**src/rtl/csr_pkg.sv**
```systemverilog
package csr_pkg;
  typedef enum logic [1:0] {
    ST_IDLE  = 2'd0,
    ST_CONV  = 2'd1,
    ST_SHIFT = 2'd2
  } csr_state_t;

  localparam logic MODE_AFTER  = 1'b0;
  localparam logic MODE_DURING = 1'b1;
endpackage

```
**src/rtl/csr_conv_timer.sv**
```systemverilog
module csr_conv_timer #(
  parameter int CONV_CYCLES = 40
) (
  input  logic clk,
  input  logic rst_n,
  input  logic kick_i,
  output logic running_o,
  output logic done_o
);
  localparam int CNT_W = (CONV_CYCLES > 1) ? $clog2(CONV_CYCLES) : 1;
  localparam logic [CNT_W-1:0] LAST = CNT_W'(CONV_CYCLES - 1);

  logic [CNT_W-1:0] cnt_q;
  logic             run_q;

  // done marks the final conversion cycle
  assign done_o    = run_q && (cnt_q == LAST);
  assign running_o = run_q;

  always_ff @(posedge clk) begin
    if (!rst_n) begin
      cnt_q <= '0;
      run_q <= 1'b0;
    end else if (kick_i) begin
      cnt_q <= '0;
      run_q <= 1'b1;
    end else if (run_q) begin
      if (cnt_q == LAST) begin
        run_q <= 1'b0;
        cnt_q <= '0;
      end else begin
        cnt_q <= cnt_q + 1'b1;
      end
    end
  end
endmodule

```
**src/rtl/csr_frame_timer.sv**
```systemverilog
module csr_frame_timer #(
  parameter int CLK_DIV = 4,
  parameter int NBITS   = 16
) (
  input  logic clk,
  input  logic rst_n,
  input  logic load_i,
  output logic active_o,
  output logic sclk_o,
  output logic bit_tick_o,
  output logic last_o
);
  localparam int PH_W  = (CLK_DIV > 1) ? $clog2(CLK_DIV) : 1;
  localparam int BIT_W = (NBITS > 1) ? $clog2(NBITS) : 1;
  localparam logic [PH_W-1:0]  PH_LAST  = PH_W'(CLK_DIV - 1);
  localparam logic [BIT_W-1:0] BIT_LAST = BIT_W'(NBITS - 1);

  logic [PH_W-1:0]  ph_q;
  logic [BIT_W-1:0] bit_q;
  logic             act_q;

  assign bit_tick_o = act_q && (ph_q == PH_LAST);
  assign last_o     = bit_tick_o && (bit_q == BIT_LAST);
  assign active_o   = act_q;

  always_ff @(posedge clk) begin
    if (!rst_n) begin
      ph_q  <= '0;
      bit_q <= '0;
      act_q <= 1'b0;
    end else if (load_i) begin
      ph_q  <= '0;
      bit_q <= '0;
      act_q <= 1'b1;
    end else if (act_q) begin
      if (ph_q == PH_LAST) begin
        ph_q  <= '0;
        bit_q <= bit_q + 1'b1;
        if (bit_q == BIT_LAST) act_q <= 1'b0;
      end else begin
        ph_q <= ph_q + 1'b1;
      end
    end
  end

  // Clock placement: centred in the bit when the divider allows quarters
  generate
    if (CLK_DIV >= 4) begin : g_quarter
      localparam logic [PH_W-1:0] RISE = PH_W'(CLK_DIV / 4);
      localparam logic [PH_W-1:0] FALL = PH_W'(3 * (CLK_DIV / 4));
      assign sclk_o = act_q && (ph_q >= RISE) && (ph_q < FALL);
    end else begin : g_half
      localparam logic [PH_W-1:0] RISE = PH_W'(CLK_DIV / 2);
      assign sclk_o = act_q && (ph_q >= RISE);
    end
  endgenerate
endmodule

```
**src/rtl/csr_shift_reg.sv**
```systemverilog
module csr_shift_reg #(
  parameter int DATA_W = 16
) (
  input  logic              clk,
  input  logic              rst_n,
  input  logic              load_i,
  input  logic [DATA_W-1:0] load_val_i,
  input  logic              shift_i,
  output logic              msb_o
);
  logic [DATA_W-1:0] sr_q;

  assign msb_o = sr_q[DATA_W-1];

  always_ff @(posedge clk) begin
    if (!rst_n) begin
      sr_q <= '0;
    end else if (load_i) begin
      sr_q <= load_val_i;
    end else if (shift_i) begin
      sr_q <= {sr_q[DATA_W-2:0], 1'b0};
    end
  end
endmodule

```
**src/rtl/conv_serial_readout.sv**
```systemverilog
module conv_serial_readout
  import csr_pkg::*;
#(
  parameter int DATA_W      = 16,
  parameter int CLK_DIV     = 4,
  parameter int CONV_CYCLES = 40
) (
  input  logic              clk,
  input  logic              rst_n,
  input  logic              start_i,
  input  logic              mode_i,
  input  logic [DATA_W-1:0] sample_i,
  input  logic              clk_inv_i,
  input  logic              sync_inv_i,
  output logic              busy_o,
  output logic              sclk_o,
  output logic              sync_o,
  output logic              sdata_o
);
  csr_state_t        state_q;
  logic              mode_q;
  logic [DATA_W-1:0] hold_q;

  logic conv_run, conv_done;
  logic frm_active, frm_sclk, frm_tick, frm_last;
  logic sr_msb;
  logic accept, frm_load;
  logic [DATA_W-1:0] load_val;

  // A new conversion needs both the FSM idle and the serial line free
  assign accept   = start_i && (state_q == ST_IDLE) && !frm_active;
  assign frm_load = (accept && (mode_i == MODE_DURING)) ||
                    ((state_q == ST_CONV) && conv_done && (mode_q == MODE_AFTER));
  assign load_val = (state_q == ST_CONV) ? sample_i : hold_q;

  always_ff @(posedge clk) begin
    if (!rst_n) begin
      state_q <= ST_IDLE;
      mode_q  <= MODE_AFTER;
      hold_q  <= '0;
    end else begin
      unique case (state_q)
        ST_IDLE: begin
          if (accept) begin
            state_q <= ST_CONV;
            mode_q  <= mode_i;
          end
        end
        ST_CONV: begin
          if (conv_done) begin
            hold_q  <= sample_i;
            state_q <= (mode_q == MODE_DURING) ? ST_IDLE : ST_SHIFT;
          end
        end
        ST_SHIFT: begin
          if (frm_last) state_q <= ST_IDLE;
        end
        default: state_q <= ST_IDLE;
      endcase
    end
  end

  csr_conv_timer #(.CONV_CYCLES(CONV_CYCLES)) u_conv (
    .clk       (clk),
    .rst_n     (rst_n),
    .kick_i    (accept),
    .running_o (conv_run),
    .done_o    (conv_done)
  );

  csr_frame_timer #(.CLK_DIV(CLK_DIV), .NBITS(DATA_W)) u_frame (
    .clk        (clk),
    .rst_n      (rst_n),
    .load_i     (frm_load),
    .active_o   (frm_active),
    .sclk_o     (frm_sclk),
    .bit_tick_o (frm_tick),
    .last_o     (frm_last)
  );

  csr_shift_reg #(.DATA_W(DATA_W)) u_shift (
    .clk        (clk),
    .rst_n      (rst_n),
    .load_i     (frm_load),
    .load_val_i (load_val),
    .shift_i    (frm_tick),
    .msb_o      (sr_msb)
  );

  assign busy_o  = (state_q != ST_IDLE) || conv_run;
  assign sclk_o  = frm_sclk ^ clk_inv_i;
  assign sync_o  = frm_active ^ sync_inv_i;
  assign sdata_o = frm_active & sr_msb;
endmodule

```
**config.mk**
```make
export PLATFORM = sky130hd
export DESIGN_NAME = conv_serial_readout
export DESIGN_NICKNAME = d
export VERILOG_FILES = /design/src/rtl/csr_pkg.sv /design/src/rtl/csr_conv_timer.sv /design/src/rtl/csr_frame_timer.sv /design/src/rtl/csr_shift_reg.sv /design/src/rtl/conv_serial_readout.sv
export SDC_FILE = /design/constraint.sdc
export NUM_CORES = 1
export LEC_CHECK = 0
export ABC_AREA = 1
export BUFFER_PORTS_ARGS = -buffer_cell sky130_fd_sc_hd__buf_2
export CAP_MARGIN = 20
export CORE_MARGIN = 4
export CORE_UTILIZATION = 55
export CTS_CLUSTER_SIZE = 10
export DETAILED_ROUTE_END_ITERATION = 8
export PLACE_DENSITY = 0.75
export SYNTH_ARGS = -nofsm -noshare
export SYNTH_HDL_FRONTEND = slang
export SYNTH_HIERARCHICAL = 1
export SYNTH_SLANG_ARGS = --single-unit
```
**constraint.sdc**
```tcl
create_clock -name clk -period 2.9 [get_ports clk]
set_input_delay 0.725 -clock clk [delete_from_list [all_inputs] [get_ports clk]]
set_output_delay 0.725 -clock clk [all_outputs]
set_load 0.05 [all_outputs]
```
==> results of run 1 <==
stage by stage:
step | cells | hold WS [ps] | cell area (µm²) | power, W | utilization [%]
5_1_grt | 502 | 503 | 2920 | 0.00143 | 61.9
2_1_floorplan | 414 | 438 | 2680 | 0.000839 | -
6_report | 502 | 469 | 2920 | 0.00137 | 61.9
4_1_cts | 502 | 470 | 2920 | 0.00138 | 61.9
3_3_place_gp | 494 | 450 | 2800 | 0.000873 | 59.3
3_5_place_dp | 494 | 456 | 2800 | 0.000876 | 59.3
area by class of cell:
class                           instances  area share [%]
Timing Repair Buffer                   27            4.80
Multi-Input combinational cell        258            42.7
Clock buffer                            6            2.83
Clock inverter                          2            1.28
Tap cell                               67            2.87
Inverter                               93            11.9
Sequential cell                        49            33.6
worst max-delay path, stage by stage, from the launching register on:
cell and delay, ps:
sky130_fd_sc_hd__dfxtp_1 460, sky130_fd_sc_hd__inv_1 130, sky130_fd_sc_hd__or2_1 250, sky130_fd_sc_hd__nor2_1 150, sky130_fd_sc_hd__xor2_1 140, sky130_fd_sc_hd__buf_2 270
per-layer routing:
metal / global-route usage (%) / part of all wire [%] / wire [µm]
met1: 24.0 / 52 / 2590
met2: 29.5 / 44 / 2170
met3: 4.06 / 2.8 / 137
met4: 5.52 / 1.2 / 59
met5: 0 / 0 / 0
cell usage in the layout (no fill, tap or decap), drive strengths merged:
master,count
or2,1
o21ai,22
bufinv,1
clkinv,1
nand2,140
a21oi,16
nand3b,1
nor2,33
xor2,3
nor3,4
dfxtp,49
ha,4
nand4,2
inv,92
clkbuf,6
clkinvlp,1
buf,27
nand3,32
final timing paths:
path | slack, ps | cells past startpoint | end | from
min | 470 | 2 | u_shift/sr_q[14] | u_shift/sr_q[14]
min reg2reg | 470 | 2 | u_shift/sr_q[14] | u_shift/sr_q[14]
max reg2reg | 600 | 13 | u_frame/ph_q[1] | u_conv/cnt_q[0]
max | 470 | 5 | sclk_o | u_frame/active_o
registers in the layout (all words and copies together), names as in the netlist:
signal,cells
u_conv/running_o,1
state_q,2
u_shift/sr_q,16
u_frame/ph_q,2
u_conv/cnt_q,6
u_frame/active_o,1
hold_q,16
u_frame/bit_q,4
mode_q,1
cell families after synthesis:
kind of cell    share of synthesized area (%)
simple gates                             36.6
buf+inv                                  16.9
flops                                    36.6
compound gates                           7.09
fa+ha+maj                                1.87
xor+xnor                                0.980
power groups by stage:
stage	Clock [W]	Combinational, W	Sequential (W)
floorplan	0	0.000126	0.000713
global placement	0	0.000158	0.000716
detailed placement	0	0.000160	0.000716
CTS	0.000522	0.000160	0.000701
global route	0.000549	0.000181	0.000703
finish	0.000512	0.000160	0.000701
==> results_dict.tcl, run 1 <==
set metrics [dict create \
    status "finished clean" \
    hold_buffers 0 \
    fin_worst_skew_ps 8.31 \
    floorplan.initialDensity_pct 56.8 \
    rsz0062_at_grt "no" \
    vias 2261 \
    final.period_utilization_pct 83.9 \
    max-slew-margin-rel_pct 74.4 \
    netSwitchingFraction_pct 25.8 \
    timing.setup.critical_path_class "flop to primary output" \
    powerDensity_nw_per_um2 470 \
    detailedRoute.firstPassIterationCount 4 \
    leakage_power_nw 1.47 \
    end_kind "primary output" \
    total_of_flip_flops_plus_latches_after_synthesis 49 \
    nNetsFinal 460 \
    synth_area_leaders "sky130_fd_sc_hd__dfxtp_1 (37%), sky130_fd_sc_hd__nand2_1 (18%), sky130_fd_sc_hd__inv_1 (11%), sky130_fd_sc_hd__nand3_1 (5.8%), sky130_fd_sc_hd__a21oi_1 (3.0%)" \
    period_minus_slack_ps 2430 \
    root_buffer "sky130_fd_sc_hd__clkbuf_8" \
    fp.dieH_um 77.8 \
    synth_sequential_area_ratio_pct 36.6 \
    drtIter0Drc 159 \
    die_w_um 77.8 \
    synth.top_cells.by_count "sky130_fd_sc_hd__nand2_1 (127), sky130_fd_sc_hd__inv_1 (78), sky130_fd_sc_hd__dfxtp_1 (49)" \
    grt_max_degree 34 \
    synth.most_common_cell "sky130_fd_sc_hd__nand2_1" \
    cell_internal_pwr_w 0.00102 \
    grt_first_pass_wirelength_um 9000 \
    cts.repair.resized 0 \
    synth_area_um2 2680 \
    postSynth.topFlopCell "sky130_fd_sc_hd__dfxtp_1" \
    drv_slew 0 \
    globalplace.congestion 0.795 \
    setup_viol 0 \
    count_of_unresolved_drc_violations_after_routing 0 \
    worst_slack_ps 467 \
    startpoint_type "flop" \
    power.switching_w 0.000355 \
    cts-buffers-inserted 5 \
    timing.critical_path.required_ps 2170 \
    place_hpwl_um 3600 \
    io_buffer_count 25 \
    synth-warning-count 6 \
    clockBufferDepth 2 \
    synth_async_sr_flop_share_pct 0 \
    synth_largest_area_cell "sky130_fd_sc_hd__dfxtp_1" \
    post_drt_wl_per_cell_um 9.87 \
    tightest_slew_ps 384 \
    tns_ps 0 \
    rows 25 \
    maxCapViolCount 0 \
    setup_slack_at_placement_ps 604 \
    combinationalPowerShare_pct 11.7 \
    syn_avg_cell_area_um2 6.48 \
    post_synth_num_cell_types 26 \
    clk_latency_ps 300 \
    min-delay-path-class "flop to flop" \
    synth_enable_flop_cells 0 \
    antenna_found_initial 0 \
    antennaDiodeCount 0 \
    sum_of_overflow_across_all_layers_after_global_routing 0 \
    route.final.wire_length_um 4960 \
    syn_inst 414 \
    post-cts-setup-buffers 0 \
    part_of_the_power_in_registers_pct 51.0 \
    vdd.ir_drop.worst_uv 295 \
    synth_fp_nets 440 \
    regArea_um2 981 \
    layout_cell_share_with_drive_strength_beyond_1_pct 18.2 \
    io_pins 26 \
    yosysTopAreaCellShare_pct 36.6 \
    multi_input_comb_area_um2 1250 \
    globalRouteTotalUtil_pct 18.2 \
    cts.sink_count 49 \
    vias_per_cell 4.50 \
    worst-endpoint-arrival_ps 1710 \
    cts_tree "built" \
    timing.final.hold_violations 0 \
    path_max_fanout 6 \
    full_die_area_um2 6060 \
    core_region_area_um2 4720 \
    synthToLayoutAreaGrowth_pct 8.91 \
    clock_power_share_pct 37.3 \
    clock.fmax_mhz 411 \
    first_global_vias 2097 \
    clkSlewWorstSetupHoldPaths_ps 90 \
    num-fill-cells 438 \
    drtAntennaViolNets 0 \
    clock_tree.htree_level_count 2 \
]
(Power assumes the default switching activity.)
==> run 2, diff against run 1 <==
--- a/config.mk
+++ b/config.mk
@@ -5,7 +5,7 @@
 export SDC_FILE = /design/constraint.sdc
 export NUM_CORES = 1
 export LEC_CHECK = 0
-export ABC_AREA = 1
+export ABC_AREA = 0
 export BUFFER_PORTS_ARGS = -buffer_cell sky130_fd_sc_hd__buf_2
 export CAP_MARGIN = 20
 export CORE_MARGIN = 4
==> constraint.sdc (replaced) <==
create_clock -name clk -period 2.5 [get_ports clk]
set_input_delay 0.625 -clock clk [delete_from_list [all_inputs] [get_ports clk]]
set_output_delay 0.625 -clock clk [all_outputs]
set_load 0.05 [all_outputs]
==> run 2 against run 1 <==
  * Global-route usage is 2.6 points lower
  * Synthesized area is 4.0% lower
  * Die area is 3.6% lower
  * Synthesized cell count is 40% lower
  * Register-to-register slack worse by 210 ps
  * Clock skew hardly changed
  * Combinational power is 34% higher
  * Total power is 6.9% higher
  * Wire length is 13% lower
  * Clock power is 18% lower
  * Critical path depth is 1 lower
  * Highest routed layer unchanged
==> results_dict.tcl, run 2 <==
set metrics [dict create \
    layout.cells.most_common_list "sky130_fd_sc_hd__dfxtp_1 (49), sky130_fd_sc_hd__nand2_1 (42), sky130_fd_sc_hd__buf_2 (25)" \
    power.switching_w 0.000366 \
    reg_top3 "hold_q (16), u_shift/sr_q (16), u_conv/cnt_q (6)" \
    netSwitchingFraction_pct 25.0 \
    postSynth.topFlopCell "sky130_fd_sc_hd__dfxtp_1" \
    synth_fp_nets 276 \
    post-cts-setup-buffers 0 \
    rsz0062_at_grt "no" \
    setup_viol 0 \
    vias_per_cell 5.29 \
    tightest_slew_ps 716 \
    post-place-cells 320 \
    timing.final.hold_violations 0 \
    vias 1725 \
    final.period_utilization_pct 93.1 \
    tns_ps 0 \
    grt_first_pass_wirelength_um 7540 \
    root_buffer "sky130_fd_sc_hd__clkbuf_8" \
    combinationalPowerShare_pct 14.7 \
    detailedRoute.firstPassIterationCount 6 \
    antennaDiodeCount 0 \
    route.final.wire_length_um 4300 \
    reg2reg_depth 5 \
    path_max_fanout 11 \
    rows 24 \
    yosysTopAreaCellShare_pct 38.1 \
    io_pins 26 \
    synthToLayoutAreaGrowth_pct 8.01 \
    final_common_cell "sky130_fd_sc_hd__dfxtp_1" \
    layout_cell_share_with_drive_strength_beyond_1_pct 25.2 \
    fp.dieH_um 76.4 \
    synth_area_um2 2580 \
    count_of_unresolved_drc_violations_after_routing 0 \
    sum_of_overflow_across_all_layers_after_global_routing 0 \
    drtAntennaViolNets 0 \
    leakage_power_nw 1.29 \
    part_of_the_power_in_registers_pct 56.5 \
    core_region_area_um2 4440 \
    synth.top_cells.by_count "sky130_fd_sc_hd__dfxtp_1 (49), sky130_fd_sc_hd__nand2_1 (42), sky130_fd_sc_hd__mux2_4 (19), sky130_fd_sc_hd__mux2i_1 (19), sky130_fd_sc_hd__nand2b_1 (19)" \
    powerDensity_nw_per_um2 527 \
    worst_path_max_delay_cell "sky130_fd_sc_hd__dfxtp_1" \
    clkSlewWorstSetupHoldPaths_ps 90 \
    timing.setup.critical_path_class "flop to primary output" \
    total_of_flip_flops_plus_latches_after_synthesis 49 \
    grt_max_degree 38 \
    clock.fmax_mhz 430 \
    period_minus_slack_ps 2330 \
    timing.critical_path.required_ps 1880 \
    status "finished clean" \
    drv_slew 0 \
    synth-warning-count 6 \
    cts_tree "built" \
    syn_avg_cell_area_um2 10.3 \
    globalRouteTotalUtil_pct 15.5 \
    cts-buffers-inserted 5 \
    synth_largest_area_cell "sky130_fd_sc_hd__dfxtp_1" \
    cell_internal_pwr_w 0.00110 \
    holdPathStages 2 \
    synth_enable_flop_cells 0 \
    startpoint_type "flop" \
    worst_r2r_startpoint "u_frame/ph_q[0]" \
    path_cells "inv_1, nor3_1, xor2_1, buf_2" \
    globalplace.congestion 0.767 \
    io_buffer_count 25 \
    full_die_area_um2 5840 \
    startpoint "u_frame/active_o" \
    floorplan.initialDensity_pct 58.0 \
    vdd.ir_drop.worst_uv 358 \
    post_drt_wl_per_cell_um 13.2 \
    cts.sink_count 49 \
    maxCapViolCount 0 \
    clock_power_share_pct 28.8 \
    synth.most_common_cell "sky130_fd_sc_hd__dfxtp_1" \
    clockBufferDepth 2 \
    post_synth_num_cell_types 38 \
    synth_sequential_area_ratio_pct 38.1 \
    syn_inst 250 \
    synth_async_sr_flop_share_pct 0 \
    cts.repair.resized 0 \
    worst-endpoint-arrival_ps 1700 \
    nNetsFinal 301 \
    clk_latency_ps 300 \
    clock_tree.htree_level_count 2 \
    max-slew-margin-rel_pct 52.2 \
    min-delay-path-class "flop to flop" \
    worst_hold_startpoint "hold_q[0]" \
    first_global_vias 1662 \
    final_cell_count_without_fillers 326 \
    drtIter0Drc 83 \
    end_kind "primary output" \
    worst_hold_slack_ps 458 \
    die_w_um 76.4 \
    synth_area_leaders "sky130_fd_sc_hd__dfxtp_1 (38%), sky130_fd_sc_hd__mux2_4 (11%), sky130_fd_sc_hd__mux2i_1 (7.4%), sky130_fd_sc_hd__nand2_1 (6.1%), sky130_fd_sc_hd__o211a_1 (5.8%)" \
    fin_worst_skew_ps 8.39 \
    critical-path-max-stage-delay_ps 580 \
    hold_buffers 0 \
    place_hpwl_um 2970 \
    antenna_found_initial 0 \
]
run 2: cell count changes in the layout (fill, tap and decap cells not counted), sizes merged, moves of 20 or more:
cell   previous run  this run
o21ai            22         2
inv              92         5
mux2              0        31
nor2             33         8
nand2           140        42
nand3            32         3
run 2: power by group through the flow:
stage / registers [W] / logic [W] / clock network, W
global route: 0.000834 / 0.000235 / 0.000471
global placement: 0.000847 / 0.000213 / 0
CTS: 0.000829 / 0.000218 / 0.000437
detailed placement: 0.000848 / 0.000217 / 0
finish: 0.000829 / 0.000215 / 0.000422
floorplan: 0.000841 / 0.000171 / 0
run 2: worst max-delay path, delay by kind of cell, from the launching register on:
kind	cells	cell delay (ps)
simple gates	1	250
xor+xnor	1	160
buf+inv	2	410
flops	1	580
run 2: final timing paths:
path,end,slack (ps)
worst max-delay path,sclk_o,170
worst min-delay path,hold_q[0],460
worst max register to register,u_shift/sr_q[13],390
worst min register to register,hold_q[0],460
run 2: cell families after synthesis:
group | synth area share (%)
AOI/OAI and AO/OA | 10.0
xor gates and xnor gates | 2.38
adders and majority gates | 1.94
buffers and inverters | 5.59
DFF | 38.1
muxes | 23.7
and+or+nand+nor | 18.3
run 2: layer usage:
layer	vias to the layer above	track usage, %	wire length, µm
li1	915	-	-
met1	789	20.9	2200
met2	15	24.5	1950
met3	6	3.66	113
met4	0	4.89	44
met5	-	0	0
run 2: cell type report:
| cell class | instances | area [µm²] |
|---|---|---|
| clock buffer | 5 | 68.8 |
| clock inverter | 1 | 5.00 |
| fill | 392 | 1660 |
| inverter | 5 | 18.8 |
| multi-input combinational | 182 | 1450 |
| sequential | 49 | 981 |
| tap | 52 | 65.1 |
| timing repair buffer | 32 | 190 |
run 2: through the flow:
stage | area [µm²] | power [W] | setup slack, ps | utilization, %
global placement | 2710 | 0.00106 | 440 | 61.0
detailed placement | 2710 | 0.00106 | 419 | 61.0
global route | 2780 | 0.00154 | 27.5 | 62.6
finish | 2780 | 0.00147 | 174 | 62.6
floorplan | 2580 | 0.00101 | 273 | -
CTS | 2780 | 0.00148 | 149 | 62.6
==> run 3, diff against run 2 <==
--- a/config.mk
+++ b/config.mk
@@ -6,13 +6,13 @@
 export NUM_CORES = 1
 export LEC_CHECK = 0
 export ABC_AREA = 0
-export BUFFER_PORTS_ARGS = -buffer_cell sky130_fd_sc_hd__buf_2
 export CAP_MARGIN = 20
-export CORE_MARGIN = 4
+export CORE_MARGIN = 3
 export CORE_UTILIZATION = 55
 export CTS_CLUSTER_SIZE = 10
 export DETAILED_ROUTE_END_ITERATION = 8
-export PLACE_DENSITY = 0.75
+export DONT_BUFFER_PORTS = 1
+export PLACE_DENSITY = 0.7
 export SYNTH_ARGS = -nofsm -noshare
 export SYNTH_HDL_FRONTEND = slang
 export SYNTH_HIERARCHICAL = 1
==> run 3 against run 2 <==
  * Clock skew down 0.85 ps
  * Final cell count fell by 7.1%
  * Register-to-register slack barely moved
  * Clock power increased by 18%
  * Flip-flop and latch count unchanged
  * Combinational power is 18% lower
  * Cell area down 4.0%
  * Count of clock-buffer cells in the layout up 2
  * Via count is 3.8% lower
  * Critical path depth did not move
  * Global-route usage up 1.0 points
  * Non-clock buffer count decreased by 25
  * Critical path type unchanged
==> results_dict.tcl, run 3 (synthesis results as in run 2) <==
set metrics [dict create \
    critical-path-max-stage-delay_ps 560 \
    layout.cells.most_common_list "sky130_fd_sc_hd__dfxtp_1 (49), sky130_fd_sc_hd__nand2_1 (42), sky130_fd_sc_hd__mux2_4 (19), sky130_fd_sc_hd__mux2i_1 (19), sky130_fd_sc_hd__nand2b_1 (19)" \
    vias_per_cell 5.48 \
    clkSlewWorstSetupHoldPaths_ps 90 \
    cts-buffers-inserted 5 \
    post-cts-setup-buffers 0 \
    antennaDiodeCount 0 \
    status "finished clean" \
    multi_input_comb_area_um2 1450 \
    vdd.ir_drop.worst_uv 274 \
    regArea_um2 981 \
    io_buffer_count 0 \
    timing.final.hold_violations 0 \
    floorplan.initialDensity_pct 58.0 \
    drtIter0Drc 47 \
    fp.dieH_um 74.4 \
    whs_endpoint "u_frame/active_o" \
    nNetsFinal 276 \
    maxCapViolCount 0 \
    clock_tree.htree_level_count 2 \
    drtAntennaViolNets 0 \
    io_pins 26 \
    tns_ps 0 \
    tightest_slew_ps 714 \
    root_buffer "sky130_fd_sc_hd__clkbuf_8" \
    setup_viol 0 \
    clock.fmax_mhz 446 \
    rows 24 \
    final_common_cell "sky130_fd_sc_hd__dfxtp_1" \
    final_util_pct 60.1 \
    stdcell_area_um2 2670 \
    count_of_unresolved_drc_violations_after_routing 0 \
    powerDensity_nw_per_um2 563 \
    worst_hold_startpoint "rst_n" \
    worst_r2r_startpoint "u_frame/ph_q[0]" \
    fin_worst_skew_ps 7.54 \
    core_region_area_um2 4440 \
    worst-endpoint-arrival_ps 1620 \
    die_w_um 74.4 \
    reg_top3 "hold_q (16), u_shift/sr_q (16), u_conv/cnt_q (6)" \
    path_max_fanout 11 \
    reg2reg_depth 5 \
    startpoint_type "flop" \
    max-slew-margin-rel_pct 52.4 \
    post_drt_wl_per_cell_um 13.6 \
    final.period_utilization_pct 89.8 \
    startpoint "u_frame/active_o" \
    antenna_found_initial 0 \
    worst_path_max_delay_cell "sky130_fd_sc_hd__dfxtp_1" \
    layout_cell_share_with_drive_strength_beyond_1_pct 18.3 \
    detailed_place.area_um2 2570 \
    leakage_power_nw 1.20 \
    globalRouteTotalUtil_pct 16.6 \
    cts.repair.resized 0 \
    full_die_area_um2 5540 \
    hold_buffers 0 \
    grt_first_pass_wirelength_um 7140 \
    vias 1660 \
    sum_of_overflow_across_all_layers_after_global_routing 0 \
    rsz0062_at_grt "no" \
    path_cells "inv_1, nor3_1, xor2_1, buf_4" \
    grt_max_degree 57 \
    worstReg2RegEnd "u_shift/sr_q[3]" \
    drv_slew 0 \
    clk_latency_ps 300 \
    min-delay-path-class "input pin to flop" \
    num-fill-cells 377 \
    holdPathStages 1 \
    cts_tree "built" \
    end_kind "primary output" \
    route.final.wire_length_um 4110 \
    globalplace.congestion 0.769 \
    place_hpwl_um 2870 \
    timing.setup.critical_path_class "flop to primary output" \
    cts.sink_count 49 \
    first_global_vias 1627 \
    period_minus_slack_ps 2240 \
    clockBufferDepth 2 \
    detailedRoute.firstPassIterationCount 4 \
    synthToLayoutAreaGrowth_pct 3.74 \
    timing.critical_path.required_ps 1880 \
    r2r_setup_slack_ps 400 \
]
==> run 3: changes by cell type in the layout (fill, tap and decap cells not counted), sizes merged <==
cell	previous run	this run
buf	32	7
clkbuf	5	7
==> run 3: worst max path at each step <==
stage | endpoint | slack, ps | cells after the start
2_1_floorplan | sclk_o | 270 | 3
3_3_place_gp | u_shift/sr_q[3] | 470 | 5
3_5_place_dp | u_shift/sr_q[3] | 410 | 5
4_1_cts | sclk_o | 240 | 4
5_1_grt | sclk_o | 70 | 4
6_report | sclk_o | 260 | 4
==> run 3: through the flow <==
stage | hold slack (ps) | total power (W) | instances | worst slack [ps]
finish | 449 | 0.00150 | 303 | 256
global route | 437 | 0.00157 | 303 | 73.7
CTS | 441 | 0.00152 | 303 | 236
detailed placement | 447 | 0.00103 | 295 | 412
global placement | 439 | 0.00102 | 295 | 469
floorplan | 431 | 0.00101 | 250 | 273
==> run 3: final cells by class <==
class,count,share of cell area (%)
inverters,5,0.702
well taps,52,2.43
repair buffers,7,1.97
clock buffers,7,3.60
flip-flops and latches,49,36.7
multi-input cells,182,54.4
clock inverters,1,0.187
==> run 3: routing by layer <==
metal	vias to the layer above	GRT usage [%]	part of all wire (%)	wire length (µm)
li1	862	-	-	-
met1	772	22.7	52	2150
met2	21	25.4	43	1760
met3	5	3.78	3.6	149
met4	0	6.52	1.3	54
met5	-	0	0	0
==> run 3: critical path, delay by kind of cell, from the launching register on <==
kind	cells	cell delay [ps]
and+or+nand+nor	1	250
buffers and inverters	2	340
xor gates and xnor gates	1	170
DFF	1	560
==> run 3: report_power, final <==
group	switching, W	internal (W)	total, W
combinational	0.0000827	0.0000938	0.000177
sequential	0.0000228	0.000807	0.000829
clock	0.000248	0.000250	0.000498
total	0.000353	0.00115	0.00150
